==> src/rtl/fhp_pkg.sv <==
package fhp_pkg;
   localparam logic [7:0] FILL_BYTE = 8'hFF;
   localparam logic [2:0] ALEN_NONE = 3'd0;
   localparam logic [2:0] ALEN_THREE = 3'd3;
   localparam logic [2:0] ALEN_FOUR = 3'd4;
   localparam logic [2:0] LANES_ONE = 3'd1;
   localparam logic [2:0] LANES_FOUR = 3'd4;
   localparam int HDR_BYTES = 8;
   typedef logic [7:0] hbyte_t;
endpackage

==> src/rtl/fhp_hdr_layout.sv <==
module fhp_hdr_layout
   import fhp_pkg::*;
(
   input  logic [7:0]  opcode,
   input  logic [2:0]  addr_len,
   input  logic [31:0] addr,
   input  logic        has_dummy,
   output logic        len_ok,
   output logic [8*HDR_BYTES-1:0] hdr
);
   function automatic hbyte_t lane_val(input int idx, input logic [7:0] op,
                                       input logic [2:0] alen, input logic [31:0] a,
                                       input logic dum);
      hbyte_t v;
      v = '0;
      case (idx)
         3: v = op;
         2: v = (alen == ALEN_NONE) ? FILL_BYTE :
                (alen == ALEN_THREE) ? a[23:16] : a[31:24];
         1: v = (alen == ALEN_THREE) ? a[15:8] :
                (alen == ALEN_FOUR) ? a[23:16] : 8'h00;
         0: v = (alen == ALEN_THREE) ? a[7:0] :
                (alen == ALEN_FOUR) ? a[15:8] : 8'h00;
         4: v = (alen == ALEN_FOUR && !dum) ? a[7:0] : 8'h00;
         5: v = 8'h00;
         6: v = (alen == ALEN_NONE) ? 8'h00 : FILL_BYTE;
         7: v = (alen == ALEN_THREE) ? FILL_BYTE :
                (alen == ALEN_FOUR && dum) ? a[7:0] : 8'h00;
         default: v = 8'h00;
      endcase
      return v;
   endfunction

   assign len_ok = (addr_len == ALEN_NONE) || (addr_len == ALEN_THREE) ||
                   (addr_len == ALEN_FOUR);

   for (genvar b = 0; b < HDR_BYTES; b++) begin : g_lane
      assign hdr[b*8 +: 8] = len_ok ? lane_val(b, opcode, addr_len, addr, has_dummy) : 8'h00;
   end
endmodule

==> src/rtl/fhp_cycle_calc.sv <==
module fhp_cycle_calc
   import fhp_pkg::*;
#(
   parameter int DUMMY_W = 3,
   parameter int LEN_W = 16,
   parameter bit QUAD_EN = 1'b1,
   parameter int CYC_W = LEN_W + 4
) (
   input  logic [2:0]         addr_len,
   input  logic [DUMMY_W-1:0] dummy_bytes,
   input  logic [LEN_W-1:0]   data_bytes,
   input  logic [2:0]         data_lanes,
   input  logic               dir_rd,
   output logic               lanes_ok,
   output logic [CYC_W-1:0]   cmd_cyc,
   output logic [CYC_W-1:0]   tx_cyc,
   output logic [CYC_W-1:0]   rx_cyc
);
   logic [CYC_W-1:0] base_cyc;
   logic [CYC_W-1:0] dummy_cyc;
   logic [CYC_W-1:0] data_cyc;
   logic [CYC_W-1:0] data_x8;

   assign data_x8 = CYC_W'(data_bytes) << 3;

   if (QUAD_EN) begin : g_quad
      assign lanes_ok = (data_lanes == LANES_ONE) || (data_lanes == LANES_FOUR);
      assign data_cyc = (data_lanes == LANES_FOUR) ? (CYC_W'(data_bytes) << 1) : data_x8;
   end else begin : g_single
      assign lanes_ok = (data_lanes == LANES_ONE);
      assign data_cyc = data_x8;
   end

   always_comb begin
      case (addr_len)
         ALEN_THREE: base_cyc = CYC_W'(32);
         ALEN_FOUR:  base_cyc = CYC_W'(40);
         default:    base_cyc = CYC_W'(8);
      endcase
   end

   assign dummy_cyc = CYC_W'(dummy_bytes) << 3;
   assign cmd_cyc = base_cyc + dummy_cyc;
   assign tx_cyc = dir_rd ? cmd_cyc : (cmd_cyc + data_cyc);
   assign rx_cyc = dir_rd ? data_cyc : '0;
endmodule

==> src/rtl/flash_hdr_packer.sv <==
module flash_hdr_packer
   import fhp_pkg::*;
#(
   parameter int DUMMY_W = 3,
   parameter int LEN_W = 16,
   parameter bit QUAD_EN = 1'b1,
   localparam int CYC_W = LEN_W + 4
) (
   input  logic               clk,
   input  logic               rst_n,
   input  logic               req_i,
   input  logic [7:0]         opcode_i,
   input  logic [2:0]         addr_len_i,
   input  logic [31:0]        addr_i,
   input  logic [DUMMY_W-1:0] dummy_bytes_i,
   input  logic [LEN_W-1:0]   data_bytes_i,
   input  logic [2:0]         data_lanes_i,
   input  logic               dir_rd_i,
   output logic               valid_o,
   output logic               err_o,
   output logic [31:0]        hdr_w0_o,
   output logic [31:0]        hdr_w1_o,
   output logic [CYC_W-1:0]   cmd_cyc_o,
   output logic [CYC_W-1:0]   tx_cyc_o,
   output logic [CYC_W-1:0]   rx_cyc_o
);
   if (DUMMY_W < 1 || DUMMY_W > 5) begin : g_bad_dummy_w
      $error("DUMMY_W must lie in 1..5");
   end
   if (LEN_W < 4 || LEN_W > 24) begin : g_bad_len_w
      $error("LEN_W must lie in 4..24");
   end

   logic        len_ok;
   logic        lanes_ok;
   logic        op_ok;
   logic [63:0] hdr_c;
   logic [CYC_W-1:0] cmd_c, tx_c, rx_c;

   fhp_hdr_layout u_layout (
      .opcode    (opcode_i),
      .addr_len  (addr_len_i),
      .addr      (addr_i),
      .has_dummy (|dummy_bytes_i),
      .len_ok    (len_ok),
      .hdr       (hdr_c)
   );

   fhp_cycle_calc #(
      .DUMMY_W (DUMMY_W),
      .LEN_W   (LEN_W),
      .QUAD_EN (QUAD_EN),
      .CYC_W   (CYC_W)
   ) u_cycles (
      .addr_len    (addr_len_i),
      .dummy_bytes (dummy_bytes_i),
      .data_bytes  (data_bytes_i),
      .data_lanes  (data_lanes_i),
      .dir_rd      (dir_rd_i),
      .lanes_ok    (lanes_ok),
      .cmd_cyc     (cmd_c),
      .tx_cyc      (tx_c),
      .rx_cyc      (rx_c)
   );

   assign op_ok = len_ok && lanes_ok;

   always_ff @(posedge clk or negedge rst_n) begin
      if (!rst_n) begin
         valid_o   <= 1'b0;
         err_o     <= 1'b0;
         hdr_w0_o  <= '0;
         hdr_w1_o  <= '0;
         cmd_cyc_o <= '0;
         tx_cyc_o  <= '0;
         rx_cyc_o  <= '0;
      end else begin
         valid_o <= req_i;
         if (req_i) begin
            err_o     <= !op_ok;
            hdr_w0_o  <= op_ok ? hdr_c[31:0] : '0;
            hdr_w1_o  <= op_ok ? hdr_c[63:32] : '0;
            cmd_cyc_o <= op_ok ? cmd_c : '0;
            tx_cyc_o  <= op_ok ? tx_c : '0;
            rx_cyc_o  <= op_ok ? rx_c : '0;
         end
      end
   end
endmodule

==> config.mk <==
export PLATFORM = sky130hd
export DESIGN_NAME = flash_hdr_packer
export DESIGN_NICKNAME = d
export VERILOG_FILES = /design/src/rtl/fhp_pkg.sv /design/src/rtl/fhp_hdr_layout.sv /design/src/rtl/fhp_cycle_calc.sv /design/src/rtl/flash_hdr_packer.sv
export SDC_FILE = /design/constraint.sdc
export NUM_CORES = 1
export LEC_CHECK = 0
export CAP_MARGIN = 20
export CORE_MARGIN = 10
export CORE_UTILIZATION = 27
export CTS_CLUSTER_SIZE = 14
export DETAILED_ROUTE_END_ITERATION = 6
export PLACE_DENSITY = 0.62
export SLEW_MARGIN = 15
export SYNTH_ARGS = -nofsm -noshare
export SYNTH_HDL_FRONTEND = slang
export SYNTH_SLANG_ARGS = --single-unit
export TNS_END_PERCENT = 100
==> constraint.sdc <==
create_clock -name clk -period 1 [get_ports clk]
set_input_delay 0.15 -clock clk [delete_from_list [all_inputs] [get_ports clk]]
set_output_delay 0.15 -clock clk [all_outputs]
set_load 0.02 [all_outputs]
== After elaboration in Yosys (flattened, before gate mapping) ==
Index checks and enable logic that the tools add are counted.
Word-level totals
  logic and storage cells: 49
  input port bits: 69
  bits in registers: 126
  output and inout bits: 126
Operators by class
  mux-type cells: 26
  reductions and logical operators: 10
  $add $sub $neg: 2
  eq/ne operators: 4
Operators by type and width (count)
  8-bit 2-to-1 mux: 17
  20-bit 2-to-1 mux: 5
  32-bit 2-to-1 mux: 2
  20-bit adder: 1
  20-bit by 6-bit adder with 20-bit output: 1
  19-bit 2-to-1 mux: 1
  6-bit case mux with 2 select lines: 1
  3-bit equality test (second input constant): 2
  3-bit by 1-bit equality test with 1-bit output (second input constant): 1
  3-bit by 2-bit equality test with 1-bit output (second input constant): 1
  1-bit logical AND: 3
  3-bit zero test: 1
  1-bit logical OR: 3
  3-bit OR reduction: 1
  1-bit zero test: 2

== Longest topological paths before layout ==
Gate-level depths: netlist (run 1).
  depth after elaboration: 6
  depth in mapped cells: 14
  gate-level depth less buffers: 12

== Hierarchy ==
From an unflattened synthesis (run 1), not the netlist that was laid out.
Second synthesis, totals
  cell total of the unflattened synthesis: 811
  area, all modules: 7946.4 sq um
By module, submodules not included
  flash_hdr_packer: cells an instance 543, sequential area each 3153.0 sq um, times used 1, area an instance 6003.3 sq um
  fhp_cycle_calc: cells an instance 180, sequential area each 0.0 sq um, times used 1, area an instance 1234.9 sq um
  fhp_hdr_layout: cells an instance 88, sequential area each 0.0 sq um, times used 1, area an instance 708.2 sq um

== Worst setup path after synthesis (run 1) ==
No wires, ideal clock.
  path type: in2reg
  start point: input addr_len_i[2]
  end point: register tx_cyc_o[11]
  cell stages on the path: 14
  path slack: -1.942 ns
  path buffers: 2
  setup time: 0.123 ns
  data required time: 0.877 ns
  arrival: 2.819 ns
  cell sequence: nand2b_1 buf_2 nor2_8 inv_4 buf_1 ha_1 ha_1 xor2_1 ha_1 a21oi_1 and2_1 a2111oi_0 xor2_1 o2bb2ai_1
Between the ends
  longest elaborated chain between the ends: 6
Ends and longest elaborated chain
  start, declared: line flash_hdr_packer.sv:13  | input logic [2:0] addr_len_i,
  3-bit equality test or 3-bit by 2-bit equality test with 1-bit output (tied branches): line fhp_hdr_layout.sv:35, fhp_cycle_calc.sv:35, fhp_hdr_layout.sv:34
  6-bit case mux with 2 select lines: line fhp_cycle_calc.sv:35  | case (addr_len)
  20-bit by 6-bit adder with 20-bit output: line fhp_cycle_calc.sv:43  | assign cmd_cyc = base_cyc + dummy_cyc;
  20-bit adder: line fhp_cycle_calc.sv:44  | assign tx_cyc = dir_rd ? cmd_cyc : (cmd_cyc + data_cyc);
  20-bit 2-to-1 mux: line fhp_cycle_calc.sv:44
  20-bit 2-to-1 mux (*): line flash_hdr_packer.sv:84  | tx_cyc_o <= op_ok ? tx_c : '0;
  end signal, assigned: line flash_hdr_packer.sv:84
  end, declared: line flash_hdr_packer.sv:24  | output logic [CYC_W-1:0] tx_cyc_o,
Mark *: on every way between the ends. The rest lies on a longest branch, timed or not.
A chain may end at the register's enable or synchronous reset.

== Final worst setup path (run 1) ==
  start point: input addr_len_i[2]
  end point: register tx_cyc_o[10]
Same word-level chain as after synthesis.

==> results of run 1 <==
power groups by stage:
stage / Clock [uW] / Sequential [uW] / Combinational [uW]
2_1_floorplan: 0 / 4010 / 993
3_3_place_gp: 0 / 3910 / 2140
3_5_place_dp: 0 / 3920 / 2180
4_1_cts: 3620 / 3860 / 2520
5_1_grt: 3790 / 3870 / 2880
6_report: 3560 / 3860 / 2700
timing repair:
action | in CTS | in global routing
endpoints found under the setup margin | 190 | 190
gates resized for setup | 673 | 58
buffers inserted | 37 | 35
pin swaps | 46 | 26
endpoints found under the hold margin | 92 | 0
hold buffers | 1 | 0
gates cloned | 2 | 2
critical path: stages:
cell and delay, ps:
buf_6 90, nand2b_4 150, nor2_8 110, inv_6 50, nand2_4 70, ha_4 220
a31o_4 240, ha_4 310, o21ai_4 70, o21bai_4 230, o211ai_1 160, xnor2_1 200
o2bb2ai_1 90
synth_stat cells (3+ instances only):
| master | count | area, um2 |
|---|---|---|
| nand3_1 | 25 | 125.1 |
| nand2_1 | 34 | 127.6 |
| xnor2_1 | 9 | 78.83 |
| clkbuf_1 | 22 | 82.58 |
| nand4_1 | 7 | 43.79 |
| a21oi_1 | 14 | 70.07 |
| ha_1 | 7 | 87.58 |
| mux2i_1 | 26 | 260.3 |
| and2_1 | 3 | 18.77 |
| o2111ai_1 | 9 | 78.83 |
| buf_2 | 5 | 25.02 |
| buf_1 | 4 | 15.01 |
| buf_4 | 34 | 255.2 |
| dfrtp_1 | 92 | 2302 |
| a22o_1 | 13 | 113.9 |
| o22ai_1 | 8 | 50.05 |
| and3_1 | 3 | 18.77 |
| nor2_1 | 8 | 30.03 |
| o21ai_0 | 32 | 160.2 |
| xor2_1 | 5 | 43.79 |
| o2bb2ai_1 | 48 | 420.4 |
| inv_1 | 34 | 127.6 |
per-stage QoR:
stage,std cells,utilization,hold WS (ps)
2_1_floorplan,499,-,-145.6
3_3_place_gp,948,0.4606,-40.15
3_5_place_dp,948,0.4606,-41.62
4_1_cts,1003,0.5187,123.5
5_1_grt,1038,0.5551,136.4
6_report,1039,0.5553,126.4
path summary, 6_finish.rpt:
check / slack, ps / start / endpoint / cells past startpoint
setup / recovery: -930 / addr_len_i[2] / tx_cyc_o[10] / 13
hold / removal: 130 / rst_n / hdr_w1_o[24] / 2
setup reg to reg: 0 / hdr_w0_o[4] / hdr_w0_o[4] / 4
hold reg to reg: 520 / err_o / err_o / 1
max in group asynchronous: 390 / rst_n / cmd_cyc_o[6] / 3
min in group clk: 340 / req_i / tx_cyc_o[17] / 4
cell families (layout without fill, tap and decap cells):
group / count (synthesis) / in the layout
muxes: 26 / 26
xor gates and xnor gates: 14 / 14
adders and majority gates: 8 / 8
other: 1 / 28
buffers and inverters: 101 / 415
DFF: 92 / 92
AOI/OAI and AO/OA: 138 / 138
and+or+nand+nor: 93 / 93
final cells by class:
class                           count  area, um2  share of cell area
Antenna cell                        1      2.502           0.0002596
Clock buffer                        9      225.2             0.02337
Clock inverter                      7      75.07            0.007789
Inverter                           36      140.1             0.01454
Multi-Input combinational cell    306       3042              0.3156
Sequential cell                    92       2303              0.2390
Tap cell                          225      281.5             0.02921
Timing Repair Buffer              363       3568              0.3702
sequential cells by signal (all words and copies together), names as in the netlist:
signal and cells:
err_o 1, cmd_cyc_o 4, hdr_w1_o 17, rx_cyc_o 18, tx_cyc_o 19, valid_o 1, hdr_w0_o 32
layer usage:
metal / vias up / wire length, um
met5: - / 0
li1: 2317 / -
met1: 2448 / 8094
met4: 0 / 397
met3: 25 / 1331
met2: 152 / 10140
==> impl_summary.txt, run 1 <==
----------------------------------------------------
[Timing]
  Setup-violating endpoint count in the final report ... 189
  Max Freq ... 518.3 MHz
  Final worst clock skew ... 0 ps
  Ratio of final minimum period to clock period ... 1.929
  Number of max-slew violations in the final report ... 0
  Unrepaired setup endpoints after global routing ... true
  Total negative slack ... -40320 ps
  Fin worst setup slack ... -929.3 ps
  Final period demand of the worst path ... 1929 ps
  Final hold violations ... 0

[Logic synthesis]
  Yosys warning total ... 0
  Cell Area, Synth ... 4811 um2
  Area fraction in compound gates after synthesis ... 0.2117
  Number of synthesized flops with an enable pin ... 0
  Mux cell area share after synthesis ... 0.05410
  Register area share after synthesis ... 0.4785
  Xor/xnor cell area share of the yosys netlist ... 0.02549
  Ys async rst share ... 1.000
  Post-Synth Simple-Gate Area ... 0.09987
  Synthesis-stage register bit count ... 92
  Number of instances in the synthesized netlist ... 473
  Adder-cell area share of the yosys netlist ... 0.02237
  Combinational family with the most area after synthesis ... compound AO/OA/AOI/OAI gates
  Post-synth top flop ... dfrtp_1
  Post-Syn Area per Cell ... 10.17 um2
  Post-synth cell types ... 48

[Pwr]
  Max VDD drop ... 0.0008713 V
  Combinational group share of total power ... 0.267
  Lkg Pwr ... 0.004463 uW
  Total net switching power ... 3028 uW
  Sequential cell fraction of total power ... 0.381
  Proportion of total power due to net switching ... 0.2991
  Internal power ... 7097 uW
  Power per cell area ... 1051 nW/um2
  Sum of internal, switching and leakage power ... 10130 uW
  Fraction of power consumed by the clock network ... 0.352

[Global route]
  First-pass GRT wire length ... 30100 um
  Pin count of the biggest net entering global routing ... 50
  Met2 Track Usage GR ... 0.2652
  Vias in the first global route ... 5219
  GR met1 Demand/Resource ... 0.1919
  Initial antenna violation count ... 1
  Residual overflow from global routing ... 0
  Busiest grt layer ... met2
  Global routing usage on met3 ... 0.05163
  Total routing resource utilization after global routing ... 0.1588

[Finish]
  Area Growth Syn to Fin ... 100.3%
  Final-layout fill cell count ... 1454
  Share of post-route cells with drive strength above 1 ... 0.5400
  Nets ... 885
  Top library cells by usage in the layout, fill and taps aside ... buf_4, buf_6, dfrtp_1, clkdlybuf4s50_1, inv_1
  Most common cell after layout, fill and taps aside ... buf_4
  Post-layout instance area ... 9638 um2

[Worst setup path]
  Crit path launch type ... input port
  Kind of capture point of the worst setup path ... flop
  CP max FO ... 7
  WS Path Type ... in -> reg
  CP Data Arrival Time ... 2160 ps
  Critical path required time ... 1240 ps

[Route]
  Post-detailed-route via-to-cell ratio ... 4.756
  DR vias ... 4942
  Detailed-route wire length ... 19960 um
  # DRC ... 0
  WL per Instance ... 19.21 um
  First drt pass iteration count ... 4
  Number of routed nets with antenna violations ... 0
  Number of design-rule violations left by the first detailed-router iteration ... 247

[Outcome]
  Result of the run ... finished with violations
  Violations in the final reports ... negative setup slack

[CTS]
  Maximum level of the CTS H-tree ... 3
  Number of clock sinks ... 92
  Buffers from clock root to sink, at most ... 2
  Total clock buffers created by CTS ... 9
  Source-to-sink clock delay at the later pin of the worst-skew pair ... 340 ps
  Clock tree from TritonCTS ... built
  Post-CTS clock slew at the launch and capture registers of the worst setup and hold paths ... 80 ps
  Cell chosen for the clock root ... clkbuf_16

[Die]
  Die Area ... 23560 um2
  Area of the core region ... 17360 um2
  Height of the chip ... 153.5 um
  Count of standard-cell rows ... 48
  I/O pin count ... 195
  Initial Utilization ... 0.2772
  Width of the die ... 153.5 um

[Worst hold path]
  Min-delay worst type ... in -> async

[Placed design]
  Post-placement setup slack ... -1948 ps
  Total placed instance area ... 7994 um2
  Last weighted congestion value of the routability-driven placer ... 0.8906
  PortBufs ... 167
  Post-detailed-placement half-perimeter wirelength ... 13930 um

[Run]
  Max-Cap Viols ... 0

----------------------------------------------------
Power figures use the tool's default switching activity.
==> run 2, diff against run 1 <==
--- a/config.mk
+++ b/config.mk
@@ -10,9 +10,10 @@
 export CORE_UTILIZATION = 27
 export CTS_CLUSTER_SIZE = 14
 export DETAILED_ROUTE_END_ITERATION = 6
-export PLACE_DENSITY = 0.62
+export PLACE_DENSITY = 0.57
 export SLEW_MARGIN = 15
 export SYNTH_ARGS = -nofsm -noshare
 export SYNTH_HDL_FRONTEND = slang
+export SYNTH_HIERARCHICAL = 1
 export SYNTH_SLANG_ARGS = --single-unit
 export TNS_END_PERCENT = 100
==> impl_summary.txt, run 2 <==
----------------------------------------------------
[Outcome]
  Result of the run ... finished with violations
  Violations in the final reports ... negative setup slack

[Die]
  Area of the core region ... 28860 um2
  Count of standard-cell rows ... 62
  Width of the die ... 191.6 um
  Die Area ... 36690 um2
  I/O pin count ... 195
  Height of the chip ... 191.6 um
  Initial Utilization ... 0.2754

[Timing]
  Setup-violating endpoint count in the final report ... 223
  Unrepaired setup endpoints after global routing ... true
  Number of max-slew violations in the final report ... 0
  Fin worst setup slack ... -1376 ps
  Final period demand of the worst path ... 2376 ps
  Final worst clock skew ... 0 ps
  Max Freq ... 420.9 MHz
  Ratio of final minimum period to clock period ... 2.376
  Final hold violations ... 0

[Logic synthesis]
  Area fraction in compound gates after synthesis ... 0.2633
  Post-Syn Area per Cell ... 9.798 um2
  Xor/xnor cell area share of the yosys netlist ... 0.004409
  Mux cell area share after synthesis ... 0.02551
  Yosys warning total ... 6
  Ys async rst share ... 1.000
  Post-synth cell types ... 58
  Biggest area contributors in the synthesized netlist ... dfrtp_1, o22ai_2, nand2_1, inv_1, buf_4
  Number of synthesized flops with an enable pin ... 0
  Register area share after synthesis ... 0.3968
  Combinational family with the most area after synthesis ... compound AO/OA/AOI/OAI gates
  Synth area leader ... dfrtp_1
  Post-Synth Simple-Gate Area ... 0.1390
  Adder-cell area share of the yosys netlist ... 0.01354
  Synthesis-stage register bit count ... 126
  Post-synth top flop ... dfrtp_1
  Cell Area, Synth ... 7946 um2
  Share of the synthesized area in the top cell type ... 0.3968
  Number of instances in the synthesized netlist ... 811
  Cell with the most instances after synthesis ... nand2_1
  Most numerous cell types in the synthesized netlist ... nand2_1, inv_1, dfrtp_1, o22ai_2, buf_4

[Worst setup path]
  Most prevalent standard cell on the critical path ... ha_4
  Kind of capture point of the worst setup path ... flop
  WS Path Type ... in -> reg
  Max stage delay on crit path ... 340 ps
  Buffers and inverters on the worst path ... 2
  Cell with the largest stage delay on the worst path ... fa_2
  Crit path launch type ... input port
  Critical path cell sequence ... buf_6 > nand3b_1 > ha_4 > ha_4 > inv_1 > fa_2 > nand2b_4 > a211o_1 > a2111oi_4 > mux2_4 > nand2_2 > o22ai_2
  CP Data Arrival Time ... 2680 ps
  Kind of cell adding the most delay to the critical path ... adder cells
  Critical path required time ... 1300 ps
  CP max FO ... 2

[CTS]
  Total clock buffers created by CTS ... 17
  Buffers from clock root to sink, at most ... 2
  Post-CTS clock slew at the launch and capture registers of the worst setup and hold paths ... 60 ps
  Number of clock sinks ... 126
  Cell chosen for the clock root ... clkbuf_16
  Source-to-sink clock delay at the later pin of the worst-skew pair ... 420 ps
  Maximum level of the CTS H-tree ... 4
  Clock tree from TritonCTS ... built

[Route]
  Post-detailed-route via-to-cell ratio ... 4.460
  First drt pass iteration count ... 5
  DR vias ... 6882
  Detailed-route wire length ... 26980 um
  WL per Instance ... 17.49 um
  # DRC ... 0
  Number of design-rule violations left by the first detailed-router iteration ... 466
  Number of routed nets with antenna violations ... 0

[Global route]
  Initial antenna violation count ... 0
  Residual overflow from global routing ... 0
  Vias in the first global route ... 7167
  Pin count of the biggest net entering global routing ... 47
  Total routing resource utilization after global routing ... 0.1421
  First-pass GRT wire length ... 40740 um

[Placed design]
  Dpl cells ... 1423
  Last weighted congestion value of the routability-driven placer ... 0.8617
  Post-detailed-placement half-perimeter wirelength ... 18840 um
  Post-placement setup slack ... -2233 ps
  PortBufs ... 194

[Finish]
  Area Growth Syn to Fin ... 64.41%
  Nets ... 1223
  Share of post-route cells with drive strength above 1 ... 0.4970
  Largest registers ... hdr_w0_o (32), hdr_w1_o (32)
  Count of inserted antenna diode cells ... 0
  Most common cell after layout, fill and taps aside ... buf_6
  Number of standard cells in the final layout excluding fillers ... 1543
  Top library cells by usage in the layout, fill and taps aside ... buf_6, nand2_1, inv_1, dfrtp_1, buf_4

[Pwr]
  Lkg Pwr ... 0.005634 uW
  Max VDD drop ... 0.0009087 V
  Sum of internal, switching and leakage power ... 15310 uW
  Power per cell area ... 1172 nW/um2

[Worst hold path]
  Min-delay worst type ... in -> reg

[Run]
  Max-Cap Viols ... 0

----------------------------------------------------
## run 2: cell count changes after synthesis, sizes merged, moves of 10 or more
cell	delta
a22o	+11
buf	+43
clkbuf	-13
dfrtp	+34
inv	+95
mux2i	-14
nand2	+112
nand3	-22
nor2b	+12
o21a	+10
o21ai	-27
o22ai	+117
o2bb2ai	-47
## run 2: report_power, final
| group | internal (uW) | switching [uW] |
|---|---|---|
| Clock | 3710 | 2660 |
| Sequential | 5210 | 86.7 |
| Combinational | 1880 | 1770 |
| Total | 10800 | 4520 |
## run 2: stage by stage
stage	hold slack [ps]	util	TNS [ps]	instance area, um2
4_1_cts	97.26	0.4366	-43270	12600
5_1_grt	114.1	0.4527	-49640	13070
2_1_floorplan	-145.6	-	-44570	8207
3_3_place_gp	7.692	0.3731	-121190	10770
6_report	125.2	0.4527	-42080	13070
3_5_place_dp	4.203	0.3731	-123420	10770
## run 2: timing repair
action / 4_1_cts / 5_1_grt
hold buffers: 1 / 0
endpoints found under the hold margin: 126 / 0
gates resized for setup: 865 / 48
cloned: 5 / 1
buffers inserted: 48 / 38
setup endpoints to repair: 224 / 223
pin swaps: 49 / 46
## run 2: final cells by class
type | count | area (um2)
multi-input cells | 486 | 4288
flip-flops and latches | 126 | 3154
clock buffers | 17 | 425.4
fillers | 2700 | 15790
well taps | 384 | 480.5
inverters | 130 | 488.0
repair buffers | 385 | 4068
clock inverters | 15 | 161.4
## run 2: worst paths after layout
check	startpoint	endpoint	slack [ps]	depth (start not counted)
max reg2reg	cmd_cyc_o[11]	cmd_cyc_o[11]	100	4
max	addr_len_i[2]	tx_cyc_o[17]	-1380	12
min	req_i	hdr_w0_o[28]	130	3
min reg2reg	hdr_w0_o[30]	hdr_w0_o[30]	550	2
min in group asynchronous	rst_n	hdr_w0_o[13]	150	2
max in group asynchronous	rst_n	hdr_w1_o[9]	330	3
## run 2: routing by layer
metal  global-route usage  share of wire  vias to the layer above
met3              0.04264          0.060                       14
met1               0.1736           0.44                     3325
met4              0.02975         0.0092                        0
met5                    0              0                        -
li1                     -              -                     3345
met2               0.2418           0.49                      198
## run 2: tightest hold or removal path, stage by stage
cell     delay (ps)
buf_8           170
nand2_1         110
o22ai_2          60
## run 2: logic make-up after synthesis
group,count (synthesis)
flip-flops,126
multiplexers,19
AND/OR/NAND/NOR,231
AO/OA/AOI/OAI,196
XOR/XNOR,4
adder cells (fa/ha/maj),8
other,2
buffers and inverters,225
==> run 3, diff against run 2 <==
--- a/config.mk
+++ b/config.mk
@@ -10,7 +10,7 @@
 export CORE_UTILIZATION = 27
 export CTS_CLUSTER_SIZE = 14
 export DETAILED_ROUTE_END_ITERATION = 6
-export PLACE_DENSITY = 0.57
+export PLACE_DENSITY_LB_ADDON = 0.3
 export SLEW_MARGIN = 15
 export SYNTH_ARGS = -nofsm -noshare
 export SYNTH_HDL_FRONTEND = slang
==> impl_summary.txt, run 3 (synthesized netlist as in run 2, its figures left out) <==
----------------------------------------------------
[Worst setup path]
  CP Data Arrival Time ... 2600 ps
  CP max FO ... 2
  Slack of the worst reg-to-reg path ... 190 ps
  Count of cells along the worst register-to-register path ... 3
  WS Path Type ... in -> reg
  Kind of capture point of the worst setup path ... flop
  Start point of the critical path ... addr_len_i[2]
  Critical path required time ... 1300 ps
  Reg-to-reg endpoint ... hdr_w1_o[25]
  Crit path launch type ... input port
  RR Startpoint ... hdr_w1_o[25]

[Finish]
  Post-layout instance area ... 13410 um2
  Area Growth Syn to Fin ... 68.76%
  Largest registers ... hdr_w0_o (32), hdr_w1_o (32)
  Share of post-route cells with drive strength above 1 ... 0.4991
  Final-layout fill cell count ... 2630
  FF+latch area ... 3153 um2
  Most common cell after layout, fill and taps aside ... buf_6
  Combined area of the multi-input logic cells ... 4330 um2
  Top library cells by usage in the layout, fill and taps aside ... buf_6, inv_1, dfrtp_1, nand2_1, buf_4
  Nets ... 1230

[Timing]
  Worst hold margin ... 121.7 ps
  Final hold violations ... 0
  Total negative slack ... -57460 ps
  Fin worst setup slack ... -1305 ps
  Final period demand of the worst path ... 2305 ps
  Setup-violating endpoint count in the final report ... 224
  Number of max-slew violations in the final report ... 0
  Max Freq ... 433.8 MHz
  Unrepaired setup endpoints after global routing ... true
  Ratio of final minimum period to clock period ... 2.305
  Final worst clock skew ... 0 ps

[CTS]
  Cell chosen for the clock root ... clkbuf_16
  Maximum level of the CTS H-tree ... 4
  Buffers from clock root to sink, at most ... 2
  Post-CTS clock slew at the launch and capture registers of the worst setup and hold paths ... 60 ps
  Clock tree from TritonCTS ... built
  Source-to-sink clock delay at the later pin of the worst-skew pair ... 410 ps
  Total clock buffers created by CTS ... 17
  Number of clock sinks ... 126

[Route]
  First drt pass iteration count ... 5
  DR vias ... 7025
  WL per Instance ... 17.85 um
  Post-detailed-route via-to-cell ratio ... 4.526
  Number of design-rule violations left by the first detailed-router iteration ... 475
  Detailed-route wire length ... 27700 um
  Number of routed nets with antenna violations ... 0
  # DRC ... 0

[Placed design]
  Post-detailed-placement half-perimeter wirelength ... 18880 um
  PortBufs ... 194
  Total placed instance area ... 10830 um2
  Last weighted congestion value of the routability-driven placer ... 0.8842

[Die]
  Width of the die ... 191.6 um
  Initial Utilization ... 0.2754
  Area of the core region ... 28860 um2
  Die Area ... 36690 um2
  Height of the chip ... 191.6 um
  I/O pin count ... 195
  Count of standard-cell rows ... 62

[Global route]
  Pin count of the biggest net entering global routing ... 39
  Residual overflow from global routing ... 0
  Total routing resource utilization after global routing ... 0.1463
  Vias in the first global route ... 7323
  Initial antenna violation count ... 1
  First-pass GRT wire length ... 41830 um

[Worst hold path]
  Min-delay worst type ... in -> reg
  Hold path startpoint ... req_i
  Depth of the worst hold-timing path ... 2
  Endpoint of the worst hold path ... hdr_w0_o[27]

[Run]
  Max-Cap Viols ... 0

[Outcome]
  Result of the run ... finished with violations
  Violations in the final reports ... negative setup slack

[Pwr]
  Max VDD drop ... 0.0008714 V
  Power per cell area ... 1213 nW/um2
  Sum of internal, switching and leakage power ... 16270 uW
  Lkg Pwr ... 0.005706 uW

----------------------------------------------------
-- run 3: changes by cell type in the layout (fill, tap and decap cells not counted), moves of 3 or more --
| cell | change |
|---|---|
| buf_4 | -12 |
| o22ai_4 | +10 |
| nand2_1 | -9 |
| o22ai_2 | -9 |
| buf_12 | +8 |
| nand2_2 | +8 |
| buf_8 | +6 |
| clkinv_4 | -4 |
| bufinv_16 | +3 |
| clkbuf_8 | +3 |
-- run 3: through the flow --
step           utilization  setup slack (ps)  cells
2_1_floorplan            -             -1663    836
3_3_place_gp        0.3754             -2230   1430
3_5_place_dp        0.3754             -2244   1430
4_1_cts             0.4557             -1406   1542
5_1_grt             0.4645             -1382   1550
6_report            0.4647             -1305   1552
-- run 3: layout make-up --
| type | instances | area share |
|---|---|---|
| Antenna cell | 2 | 0.0003732 |
| Clock buffer | 20 | 0.03480 |
| Clock inverter | 12 | 0.01530 |
| Inverter | 130 | 0.03657 |
| Multi-Input combinational cell | 486 | 0.3229 |
| Sequential cell | 126 | 0.2351 |
| Tap cell | 384 | 0.03583 |
| Timing Repair Buffer | 392 | 0.3191 |
-- run 3: what timing repair did --
action / in CTS / in global routing
hold buffers: 2 / 0
resized for setup: 861 / 60
cloned: 11 / 1
buffers inserted: 69 / 19
endpoints found under the hold margin: 127 / 0
pin swaps: 75 / 71
setup endpoints to repair: 224 / 224
-- run 3: per-layer routing --
metal,global-route usage,up-vias,share of wire
met5,0,-,0
met4,0.04147,0,0.017
met3,0.04118,31,0.065
met2,0.2404,206,0.48
met1,0.1834,3431,0.44
li1,-,3357,-
-- run 3: worst max-delay path by stage --
stage / endpoint / slack, ps
global placement: tx_cyc_o[17] / -2230
CTS: tx_cyc_o[17] / -1410
floorplan: tx_cyc_o[17] / -1660
global route: tx_cyc_o[17] / -1380
detailed placement: tx_cyc_o[17] / -2240
finish: tx_cyc_o[17] / -1310
-- run 3: where the power goes --
group	total, uW	switching [uW]	internal (uW)	leakage [uW]
registers	5290	86.0	5210	0.00174
clock network	7190	2530	4660	0.000324
logic	3790	1830	1960	0.00364
total	16300	4450	11800	0.00571
-- run 3: critical path: stages --
cell	delay [ps]
buf_6	90
nand3b_1	150
buf_6	140
ha_4	270
ha_4	140
inv_2	40
fa_2	390
nand2b_4	150
a211o_1	350
a2111oi_4	260
mux2_4	340
nand2_2	60
o22ai_2	50
